==> src/rtl/pow2_div_pkg.sv <==
package pow2_div_pkg;

  // Default number of divide-by-two stages (half, quarter, eighth rate).
  parameter int unsigned DIV_STAGES_DEF = 3;

  // Reset level of each true output; complements reset to the inverse.
  parameter logic STAGE_RST_LEVEL = 1'b0;

  // Nominal half period, in input cycles, of stage k.
  function automatic int unsigned stage_half_period(input int unsigned k);
    return 32'd1 << k;
  endfunction

endpackage

==> src/rtl/div_hold_capture.sv <==
// Captures the hold request on the falling input edge so that the
// advance decision is settled during the low phase of the input clock.
module div_hold_capture #(
  parameter logic RST_VAL = 1'b0
) (
  input  logic clk_i,
  input  logic rst_i,
  input  logic hold_i,
  output logic hold_q_o
);

  always_ff @(negedge clk_i) begin
    if (rst_i) begin
      hold_q_o <= RST_VAL;
    end else begin
      hold_q_o <= hold_i;
    end
  end

endmodule

==> src/rtl/div_borrow_chain.sv <==
// Toggle enables for a down-counting chain: stage k toggles when the
// divider advances and every lower stage currently reads 0.
module div_borrow_chain #(
  parameter int unsigned STAGES = 3
) (
  input  logic              advance_i,
  input  logic [STAGES-1:0] state_i,
  output logic [STAGES-1:0] toggle_o
);

  assign toggle_o[0] = advance_i;

  for (genvar k = 1; k < STAGES; k++) begin : g_borrow
    assign toggle_o[k] = toggle_o[k-1] & ~state_i[k-1];
  end

endmodule

==> src/rtl/div_toggle_stage.sv <==
// One divide-by-two stage with registered true and complement outputs.
module div_toggle_stage #(
  parameter logic RST_VAL = 1'b0
) (
  input  logic clk_i,
  input  logic rst_i,
  input  logic toggle_i,
  output logic q_o,
  output logic q_n_o
);

  always_ff @(posedge clk_i) begin
    if (rst_i) begin
      q_o   <= RST_VAL;
      q_n_o <= ~RST_VAL;
    end else if (toggle_i) begin
      q_o   <= ~q_o;
      q_n_o <= q_o;
    end
  end

endmodule

==> src/rtl/pow2_clk_div.sv <==
module pow2_clk_div
  import pow2_div_pkg::*;
#(
  parameter int unsigned STAGES = DIV_STAGES_DEF
) (
  input  logic              clk_i,
  input  logic              rst_i,
  input  logic              hold_i,
  output logic [STAGES-1:0] div_o,
  output logic [STAGES-1:0] div_n_o
);

  localparam int unsigned MSB = STAGES - 1;

  logic              hold_q;
  logic              advance;
  logic [MSB:0]      toggle;

  div_hold_capture #(
    .RST_VAL (1'b0)
  ) u_hold (
    .clk_i    (clk_i),
    .rst_i    (rst_i),
    .hold_i   (hold_i),
    .hold_q_o (hold_q)
  );

  assign advance = ~hold_q;

  div_borrow_chain #(
    .STAGES (STAGES)
  ) u_chain (
    .advance_i (advance),
    .state_i   (div_o),
    .toggle_o  (toggle)
  );

  for (genvar k = 0; k < STAGES; k++) begin : g_stage
    div_toggle_stage #(
      .RST_VAL (STAGE_RST_LEVEL)
    ) u_stage (
      .clk_i    (clk_i),
      .rst_i    (rst_i),
      .toggle_i (toggle[k]),
      .q_o      (div_o[k]),
      .q_n_o    (div_n_o[k])
    );
  end

endmodule

==> config.mk <==
export PLATFORM = sky130hd
export DESIGN_NAME = pow2_clk_div
export DESIGN_NICKNAME = d
export VERILOG_FILES = /design/src/rtl/pow2_div_pkg.sv /design/src/rtl/div_hold_capture.sv /design/src/rtl/div_borrow_chain.sv /design/src/rtl/div_toggle_stage.sv /design/src/rtl/pow2_clk_div.sv
export SDC_FILE = /design/constraint.sdc
export NUM_CORES = 1
export LEC_CHECK = 0
export BUFFER_PORTS_ARGS = -buffer_cell sky130_fd_sc_hd__clkbuf_2
export CORE_AREA = 2 2 39 41
export CTS_CLUSTER_SIZE = 24
export DETAILED_ROUTE_END_ITERATION = 10
export DIE_AREA = 0 0 41 43
export GPL_ROUTABILITY_DRIVEN = 0
export PLACE_DENSITY = 0.53
export SYNTH_ARGS = -nofsm -noshare
export SYNTH_HDL_FRONTEND = slang
export SYNTH_SLANG_ARGS = --single-unit
==> constraint.sdc <==
create_clock -name clk_i -period 3.6 [get_ports clk_i]
set_clock_uncertainty 0.1 [all_clocks]
set_input_delay 0.36 -clock clk_i [delete_from_list [all_inputs] [get_ports clk_i]]
set_output_delay 0.36 -clock clk_i [all_outputs]
set_load 0.01 [all_outputs]
# Word-level counts from Yosys, hierarchy flattened

Cells that the tools add are included.

Memories kept: 0
Memory bits (read-only): 0
Bits in latches: 0
Output and inout bits: 6
Logic and storage cells: 13
Bits in writable memories: 0
Register bits: 7

Equal/unequal tests: 0
Bitwise gates (word level): 6
Div/mod/pow operators: 0
Multiplexer cells: 0
Shift-type cells: 0
Add/subtract/negate cells: 0
Reductions and logical operators: 0
Multipliers: 0
$lt $le $gt $ge: 0

Operators with widths:

| cell              | count |
|---|---|
| NOT 1 bit         | 4 |
| bitwise AND 1 bit | 2 |

# Depth between registers and ports, before layout

Gate-level depths: netlist of the first run.

Depth after elaboration: 3
Gate-level depth with buffers: 2

# Modules after synthesis

From an unflattened synthesis of the first run, not the netlist that was laid out.

Cells, all modules: 25
Area total of the unflattened synthesis: 270.3 um^2

By module, submodules not included:

| module           | instances | area each (um^2) | cells an instance | seq. area each (um^2) |
|---|---|---|---|---|
| div_toggle_stage | 3         | 67.6             | 6                 | 40.0 |
| div_hold_capture | 1         | 37.5             | 3                 | 20.0 |
| div_borrow_chain | 1         | 26.3             | 3                 | 0.0 |
| pow2_clk_div     | 1         | 3.8              | 1                 | 0.0 |

==> results of run 1 <==
## flip-flops by register name, indices dropped and copies added (netlist names)
| register | count |
|---|---|
| g_stage.u_stage.q_n_o | 3 |
| g_stage.u_stage.q_o | 3 |
| u_hold.hold_q_o | 1 |
## kinds of logic after synthesis
group	after synthesis	synth area share (%)
DFF	7	47.1
and+or+nand+nor	6	11.8
buffers and inverters	8	17.6
AOI/OAI and AO/OA	6	12.2
muxes	2	8.40
xor gates and xnor gates	1	2.94
## final cells by class
type,instances,area [µm²],area share [%]
Sequential cell,7,140,41.3
Tap cell,16,20.0,5.90
Inverter,1,3.75,1.11
Multi-Input combinational cell,15,105,31.0
Clock inverter,2,7.51,2.21
Timing Repair Buffer,8,40.0,11.8
Clock buffer,3,22.5,6.64
## per-stage QoR
step	power [W]	area (µm²)
floorplan	0.000132	298
global placement	0.000133	313
detailed placement	0.000134	313
CTS	0.000205	339
global route	0.000214	339
finish	0.000200	339
## routing by layer
layer  GRT usage [%]  wire (µm)  part of all wire (%)  up-vias
met5               0          0                     0        -
met4            10.0         14                   3.0        0
met3            3.14         29                   6.2        2
met2            7.50        212                    45        6
met1            8.74        210                    45       92
li1                -          -                     -      103
## worst reg2reg max path, stage by stage (launching register included)
cell and delay, ns:
dfxtp_1 0.34, or3_4 0.38, mux2_4 0.30
## cell usage after synthesis, drive strengths merged
library cell | instances | area share (%)
xor2 | 1 | 2.9
nor2b | 2 | 4.2
nor2 | 3 | 3.8
buf | 6 | 15
o21bai | 1 | 2.5
mux2 | 1 | 5.0
a21o | 1 | 2.9
dfxtp | 7 | 47
a21oi | 2 | 3.4
o21ai | 2 | 3.4
inv | 2 | 2.5
or3 | 1 | 3.8
mux2i | 1 | 3.4
## where the power goes
| group | total (W) | switching [W] | internal, W |
|---|---|---|---|
| clock network | 0.0000718 | 0.0000309 | 0.0000409 |
| logic | 0.0000338 | 0.0000155 | 0.0000183 |
| registers | 0.0000946 | 0.00000712 | 0.0000875 |
| total | 0.000200 | 0.0000536 | 0.000147 |
## worst max path at each step
stage / from / endpoint / slack, ns / depth (start not counted)
3_5_place_dp: u_hold.hold_q_o / g_stage[2].u_stage.q_o / 0.57 / 2
3_3_place_gp: u_hold.hold_q_o / g_stage[2].u_stage.q_o / 0.58 / 2
6_report: u_hold.hold_q_o / g_stage[2].u_stage.q_o / 0.52 / 2
2_1_floorplan: u_hold.hold_q_o / g_stage[2].u_stage.q_o / 0.60 / 2
5_1_grt: u_hold.hold_q_o / g_stage[2].u_stage.q_o / 0.47 / 2
4_1_cts: u_hold.hold_q_o / g_stage[2].u_stage.q_o / 0.52 / 2
==> impl_results.md, run 1 <==
- Share of post-route cells with drive strength above 1: about two fifths
- Detailed Route WL: 466 µm
- Final setup viols: 0
- Slew HR: between 80% and 90%
- Setup Buffers After CTS: 0
- Sum Neg Setup Slack: 0 ns
- Hold path depth: 2
- Clk Latency, worst-skew pair: 0.30 ns
- Reg2reg start: u_hold.hold_q_o
- DRC violations left: 0
- Reg2reg setup slack: approximately 0.52 ns
- Final Max Slew Viols: 0
- Final antenna-violating net count: 0
- Worst r2r path cells: 2
- Clock buffer depth: 2
- CP Class: register to register
- Vias: 203
- Placed Cells: 48
- Crit-path max FO: 6
- Layout Nets: 40
- Commonest non-fill, non-tap cell in the layout: clkbuf_2
- Post_cts resized: 0
- Cell count after synthesis: 30
- DR WL/cell: 8.96 µm
- Syn avg cell area: a little under 10 µm²
- Final core utilization: 24.5%
- Die Width: 41 µm
- Core area: 1380 µm²
- Crit path buf inv count: 0
- Worst Setup Start Kind: register
- Critical Path AT: 3.12 ns
- Cell variety after synth: 13
- TritonCTS clock tree: done
- P&R area growth vs syn: 13.9%
- H-tree depth: 1
- PD cells: 590 nW/µm²
- Die Y: 43 µm
- Initial antenna violation count: 0
- CP max stage cell: or3_4
- Ports: 9
- Crit path required time: 3.64 ns
- #FFs+latches synth: 7
- Overflow after GRT: 0
- Worst-Margin Slew: 0.204 ns
- Hpwl dp: approximately 340 µm
- R2r endpoint: g_stage[2].u_stage.q_o
- Pleak: around 0.17 nW
- Status: finished clean
- Worst Setup End Kind: register
- DRT Pass-1 Iters: 2
- PnR worst setup slack: roughly 0.52 ns
- RSZ-0062 raised after global routing: false
- Vias in the first global route: 182
- Port buffer count: 8
- Largest net degree at the start of global routing: 9
- Hold Path End: g_stage[1].u_stage.q_o
- Yosys warns: 0
- Worst Hold Launch: rst_i
- Worst-path clk slew: ~0.060 ns
- First-pass GRT wire length: 765 µm
- Fin cells: 52
- Row cnt: 14
- Syn Nets: 33
- Hold Fails Final Rpt: 0
- TritonCTS sink count: 7
- Commonest non-fill, non-tap cells in the layout: clkbuf_2 (8), dfxtp_1 (7), inv_1 (3), nor2_1 (3), clkbuf_4 (3)
- Starting density of the core: about 22%
- Via density: 3.90
- Critical-path cell list: or3_4, mux2_4
- Register area share after synthesis: 47.1%
- Ant diodes: 0
- Global Route Usage Sum: 7.24%
- Post-Synthesis Cell Area: just under 300 µm²
- Num CTS Buffers: 3
- DR iter-0 viols: 2
- Top delay family on crit path: simple AND/OR/NAND/NOR gates
- Worst vdd ir: 0.172 mV
- Fillcell total: 150
- Hold-fix buffers at CTS: 0
- Crit-path max cell delay: between 0.3 and 0.4 ns
- Min-delay worst type: input pin to register
- Maxcap violations: 0
- Worst slack, placed: 0.568 ns
- Clock root buffer: clkbuf_4
- Die area: 1760 µm²
- WHS: around 0.3 ns
Power figures use the tool's default switching activity.
==> inputs of run 2 (changes only) <==
--- a/config.mk
+++ b/config.mk
@@ -5,6 +5,7 @@
 export SDC_FILE = /design/constraint.sdc
 export NUM_CORES = 1
 export LEC_CHECK = 0
+export ABC_AREA = 1
 export BUFFER_PORTS_ARGS = -buffer_cell sky130_fd_sc_hd__clkbuf_2
 export CORE_AREA = 2 2 39 41
 export CTS_CLUSTER_SIZE = 24
==> run 2 against run 1 <==
  * Synthesized area rose by 0.84%
  * Synthesized cell count increased by 23%
  * Combinational power fell by 16%
  * Total power fell by 3.8%
  * Design area increased by 0.74%
  * Critical path type unchanged
==> impl_results.md, run 2 <==
- Most frequent cell after synthesis: dfxtp_1
- Yosys warns: 0 (unchanged)
- Pleak: 0.173 nW (+2.7%)
- Worst-Margin Slew: 0.181 ns (-0.0235 ns)
- Ports: 9 (unchanged)
- Slew HR: 87.9% (+1.6 points)
- Hold-fix buffers at CTS: 0 (unchanged)
- Critical Path AT: 2.80 ns (-0.32 ns)
- Maxcap violations: 0 (unchanged)
- Yosys top cell by area: dfxtp_1
- Global Route Usage Sum: 7.35% (+0.11 points)
- Post-synth top flop: dfxtp_1
- Cell variety after synth: 12 (-1)
- Die Width: 41 µm (unchanged)
- Syn Nets: 40 (+21%)
- First-pass GRT wire length: 800 µm (+4.6%)
- Vias in the first global route: 206 (+13%)
- Synth Area in Simple Gates: 21.3% (+9.5 points)
- P&R area growth vs syn: 13.8%
- Post-layout power: 0.000193 W (-3.8%)
- Vias: 213 (+4.9%)
- Final setup viols: 0 (unchanged)
- Clk Latency, worst-skew pair: 0.30 ns (about the same)
- Crit path required time: 3.65 ns (about the same)
- H-tree depth: 1 (unchanged)
- Share of post-route cells with drive strength above 1: 37.2% (-1.7 points)
- DR WL/cell: 7.00 µm (-22%)
- Largest net degree at the start of global routing: 6 (-3)
- Largest family of logic cells by synthesized area: buffers and inverters
- Commonest non-fill, non-tap cell in the layout: clkbuf_2
- Hold Fails Final Rpt: 0 (unchanged)
- Port buffer count: 8 (unchanged)
- Die area: 1760 µm² (unchanged)
- TritonCTS sink count: 7 (unchanged)
- Starting density of the core: 21.7% (+0.18 points)
- Fillcell total: 152 (+1.3%)
- Worst-path clk slew: 0.05 ns (about the same)
- Critical-path cell list: nor2_4, nand2_2, o21ai_1, nand2_1
- Detailed Route WL: 413 µm (-11%)
- Final Cell Area: 342 µm² (+0.74%)
- Layout Nets: 47 (+18%)
- Final antenna-violating net count: 0 (unchanged)
- Hpwl dp: 329 µm (-4.3%)
- Die Y: 43 µm (unchanged)
- Core area: 1380 µm² (unchanged)
- Status: finished clean
- CP max stage cell: dfxtp_1
- Worst Setup End Kind: register
- Fin cells: 59 (+13%)
- Worst Setup Start Kind: register
- Overflow after GRT: 0 (unchanged)
- Num CTS Buffers: 3 (unchanged)
- Worst vdd ir: 0.161 mV (-6.6%)
- Syn avg cell area: 8.12 µm² (-18%)
- Via density: 3.61 (-7.5%)
- DRC violations left: 0 (unchanged)
- Register area share after synthesis: 46.7% (-0.39 points)
- Synth top area share: 46.7% (-0.39 points)
- Crit-path max cell delay: 0.34 ns (-0.04 ns)
- Cell count after synthesis: 37 (+23%)
- Biggest regs: g_stage.u_stage.q_n_o (3), g_stage.u_stage.q_o (3), u_hold.hold_q_o (1)
- Synth area leaders: dfxtp_1 (47%), buf_4 (15%), inv_1 (6.3%)
- TritonCTS clock tree: done
- DP Area: 315 µm² (+0.80%)
- Adder-Cell Fraction of Synth Area: 0% (unchanged)
- Placed Cells: 55 (+15%)
- Top cells by count, synth: dfxtp_1 (7), buf_4 (6), inv_1 (5), nand2_1 (5), nor2_1 (3)
- PD cells: 564 nW/µm² (-4.5%)
- Final Max Slew Viols: 0 (unchanged)
- #FFs+latches synth: 7 (unchanged)
- Crit-path max FO: 5 (-1)
- Ys async rst share: 0% (unchanged)
- Row cnt: 14 (unchanged)
- Highest metal used: met3
- Post-synth EDFFs: 0 (unchanged)
- Setup Buffers After CTS: 0 (unchanged)
- Initial antenna violation count: 0 (unchanged)
- Sum Neg Setup Slack: 0 ns (unchanged)
- Synth Area in Compound Gates: 9.58% (-2.6 points)
- Post-Synthesis Cell Area: 300 µm² (+0.84%)
- RSZ-0062 raised after global routing: false
- Commonest non-fill, non-tap cells in the layout: clkbuf_2 (8), dfxtp_1 (7), inv_1 (6)
- DRT Pass-1 Iters: 2 (unchanged)
- Clock root buffer: clkbuf_4
- M1 WL: 197 µm (-6.2%)
- Mux cell area share after synthesis: 0% (-8.4 points)
- Clock buffer depth: 2 (unchanged)
- Ant diodes: 0 (unchanged)
- Min-delay worst type: input pin to register
- Met3 Wirelength: 21 µm (-28%)
- DR iter-0 viols: 3 (+1)
- Post_cts resized: 0 (unchanged)
- CP Class: register to register
- XOR/XNOR Fraction of Synth Area: 0% (-2.9 points)
- Met2 WL: 193 µm (-9.0%)
## run 2: changes by cell type in the layout (fill, tap and decap cells not counted), moves of 2 or more
cell     before  now
inv_1         3    6
nor2b_1       2    0
nand2_1       0    5
o21ai_0       2    0
o21ai_1       0    2
nand2_2       0    2
nand3_1       0    2
## run 2: cells by family after synthesis
| family | after synthesis |
|---|---|
| simple gates | 13 |
| buf+inv | 12 |
| flops | 7 |
| compound gates | 5 |
## run 2: path summary, 6_finish.rpt
kind	from	to	slack, ns	depth (start not counted)
max	u_hold.hold_q_o	g_stage[1].u_stage.q_n_o	0.85	4
min	rst_i	g_stage[1].u_stage.q_o	0.23	2
max reg2reg	u_hold.hold_q_o	g_stage[1].u_stage.q_n_o	0.85	4
min reg2reg	g_stage[2].u_stage.q_n_o	g_stage[2].u_stage.q_n_o	0.36	2
## run 2: critical path, delay by kind of cell (launching register included)
kind            cells  cell delay, ns
compound gates      1            0.08
flops               1            0.34
simple gates        3            0.28
## run 2: metal layers
metal	GRT usage, %	up-vias
met2	8.75	6
met3	4.71	0
li1	-	118
met5	0	-
met4	8.00	0
met1	7.79	89
## run 2: stage by stage
step	worst slack (ns)	hold slack, ns	utilization (%)
finish	0.846	0.225	24.7
global route	0.747	0.232	24.7
CTS	0.835	0.219	24.7
detailed placement	0.889	0.348	22.8
global placement	0.894	0.343	22.8
floorplan	0.944	0.322	-
## run 2: report_power, final
part / leakage, nW / switching, W / internal [W]
logic: 0.0898 / 0.0000162 / 0.0000122
registers: 0.0584 / 0.00000562 / 0.0000856
clock network: 0.0245 / 0.0000320 / 0.0000410
total: 0.173 / 0.0000538 / 0.000139
## run 2: layout make-up
class	count	area (µm²)	share of cell area, %
Clock buffer	3	22.5	6.59
Clock inverter	2	7.51	2.20
Inverter	5	18.8	5.49
Multi-Input combinational cell	18	92.6	27.1
Sequential cell	7	140	41.0
Tap cell	16	20.0	5.86
Timing Repair Buffer	8	40.0	11.7
==> inputs of run 3 (changes only) <==
==> constraint.sdc (replaced) <==
create_clock -name clk_i -period 2.8 [get_ports clk_i]
set_clock_uncertainty 0.1 [all_clocks]
set_input_delay 0.28 -clock clk_i [delete_from_list [all_inputs] [get_ports clk_i]]
set_output_delay 0.28 -clock clk_i [all_outputs]
set_load 0.01 [all_outputs]
==> run 3 against run 2 <==
  * Worst setup slack worse by 0.41 ns
  * Critical path depth stayed put
  * Global-route usage is 0.31 points lower
  * Hold slack worse by 0.085 ns
  * Design area stayed put
  * Core utilization stayed put
  * Wire length is 8.7% higher
  * Clock-buffer cell count stayed put
  * Largest cell class unchanged
  * Sequential share of layout area stayed put
  * Sequential power is 28% higher
  * Critical path type unchanged
  * Highest routed layer unchanged
  * Via count is 1.9% lower
  * Total power is 29% higher
==> impl_results.md, run 3 (synthesis results as in run 2) <==
- Via density: 3.54 (-1.9%)
- Clock buffer depth: 2 (unchanged)
- Ports: 9 (unchanged)
- Worst r2r path cells: 4 (unchanged)
- TritonCTS clock tree: done
- WHS: 0.141 ns (-0.0847 ns)
- Detailed Route WL: 449 µm (+8.7%)
- P&R area growth vs syn: 13.8% (unchanged)
- RSZ-0062 raised after global routing: false
- Final Max Slew Viols: 0 (unchanged)
- Commonest non-fill, non-tap cells in the layout: clkbuf_2 (8), dfxtp_1 (7), inv_1 (6)
- Hold path depth: 2 (unchanged)
- Crit path required time: 2.84 ns (-0.81 ns)
- Final setup viols: 0 (unchanged)
- Port buffer count: 8 (unchanged)
- Final antenna-violating net count: 0 (unchanged)
- DR iter-0 viols: 4 (+1)
- Global Route Usage Sum: 7.04% (-0.31 points)
- CP Class: register to register
- Min-delay worst type: input pin to register
- Slew HR: 88.4% (+0.46 points)
- Row cnt: 14 (unchanged)
- First-pass GRT wire length: 772 µm (-3.5%)
- Die Width: 41 µm (unchanged)
- Post_cts resized: 0 (unchanged)
- Clock root buffer: clkbuf_4
- Setup Buffers After CTS: 0 (unchanged)
- Ant diodes: 0 (unchanged)
- Layout Nets: 47 (unchanged)
- Largest net degree at the start of global routing: 6 (unchanged)
- Critical Path AT: 2.40 ns (-0.40 ns)
- Hold-fix buffers at CTS: 0 (unchanged)
- Maxcap violations: 0 (unchanged)
- PD cells: 725 nW/µm² (+29%)
- Starting density of the core: 21.7% (unchanged)
- TritonCTS sink count: 7 (unchanged)
- DR WL/cell: 7.61 µm (+8.7%)
- Biggest regs: g_stage.u_stage.q_n_o (3), g_stage.u_stage.q_o (3), u_hold.hold_q_o (1)
- Sum Neg Setup Slack: 0 ns (unchanged)
- Share of post-route cells with drive strength above 1: 37.2% (unchanged)
- Pleak: 0.173 nW (unchanged)
- Worst Setup Start Kind: register
- DRT Pass-1 Iters: 4 (+2)
- Vias in the first global route: 198 (-3.9%)
- Clk Latency, worst-skew pair: 0.30 ns (about the same)
- Commonest non-fill, non-tap cell in the layout: clkbuf_2
- Worst-path clk slew: 0.05 ns (about the same)
- Overflow after GRT: 0 (unchanged)
- Worst Setup End Kind: register
- Core area: 1380 µm² (unchanged)
- Num CTS Buffers: 3 (unchanged)
- Worst-Margin Slew: 0.174 ns (-0.00684 ns)
- Status: finished clean
- Initial antenna violation count: 0 (unchanged)
- DRC violations left: 0 (unchanged)
- Die Y: 43 µm (unchanged)
- Worst vdd ir: 0.185 mV (+15%)
- Vias: 209 (-1.9%)
- H-tree depth: 1 (unchanged)
- Die area: 1760 µm² (unchanged)
- Hold Fails Final Rpt: 0 (unchanged)
- Crit-path max FO: 5 (unchanged)
==> run 3: area by class of cell <==
class,instances,area (µm²)
clock buffers,3,22.5
clock inverters,2,7.51
fillers,151,1040
inverters,5,18.8
multi-input cells,18,92.6
flip-flops and latches,7,140
well taps,16,20.0
repair buffers,8,40.0
==> run 3: per-stage QoR <==
stage | std cells | cell area [µm²] | setup slack [ns] | power [W] | util [%]
after floorplan | 37 | 300 | 0.544 | 0.000159 | -
after global placement | 55 | 315 | 0.494 | 0.000161 | 22.8
after detailed placement | 55 | 315 | 0.490 | 0.000161 | 22.8
after CTS | 59 | 342 | 0.431 | 0.000253 | 24.7
after global routing | 59 | 342 | 0.344 | 0.000267 | 24.7
final | 59 | 342 | 0.440 | 0.000248 | 24.7
==> run 3: critical path: stages (launching register included) <==
cell and delay, ns:
dfxtp_1 0.34, nor2_4 0.14, nand2_2 0.09, o21ai_1 0.08, nand2_1 0.05
==> run 3: where the power goes <==
group,internal [W],switching (W)
Sequential,0.000110,0.00000737
Clock,0.0000526,0.0000409
Combinational,0.0000156,0.0000211
Total,0.000178,0.0000694
==> run 3: worst paths after layout <==
kind                                          startpoint                        to  slack, ns
worst max-delay path                     u_hold.hold_q_o  g_stage[1].u_stage.q_n_o       0.44
worst min-delay path                               rst_i    g_stage[1].u_stage.q_o       0.14
worst max register to register           u_hold.hold_q_o  g_stage[1].u_stage.q_n_o       0.44
worst min register to register  g_stage[2].u_stage.q_n_o  g_stage[2].u_stage.q_n_o       0.36
==> run 3: layer usage <==
metal	track usage, %	vias to the layer above	wire (µm)
met5	0	-	0
met4	8.00	0	0
met3	3.14	0	25
met2	8.13	6	209
met1	8.41	83	214
li1	-	120	-
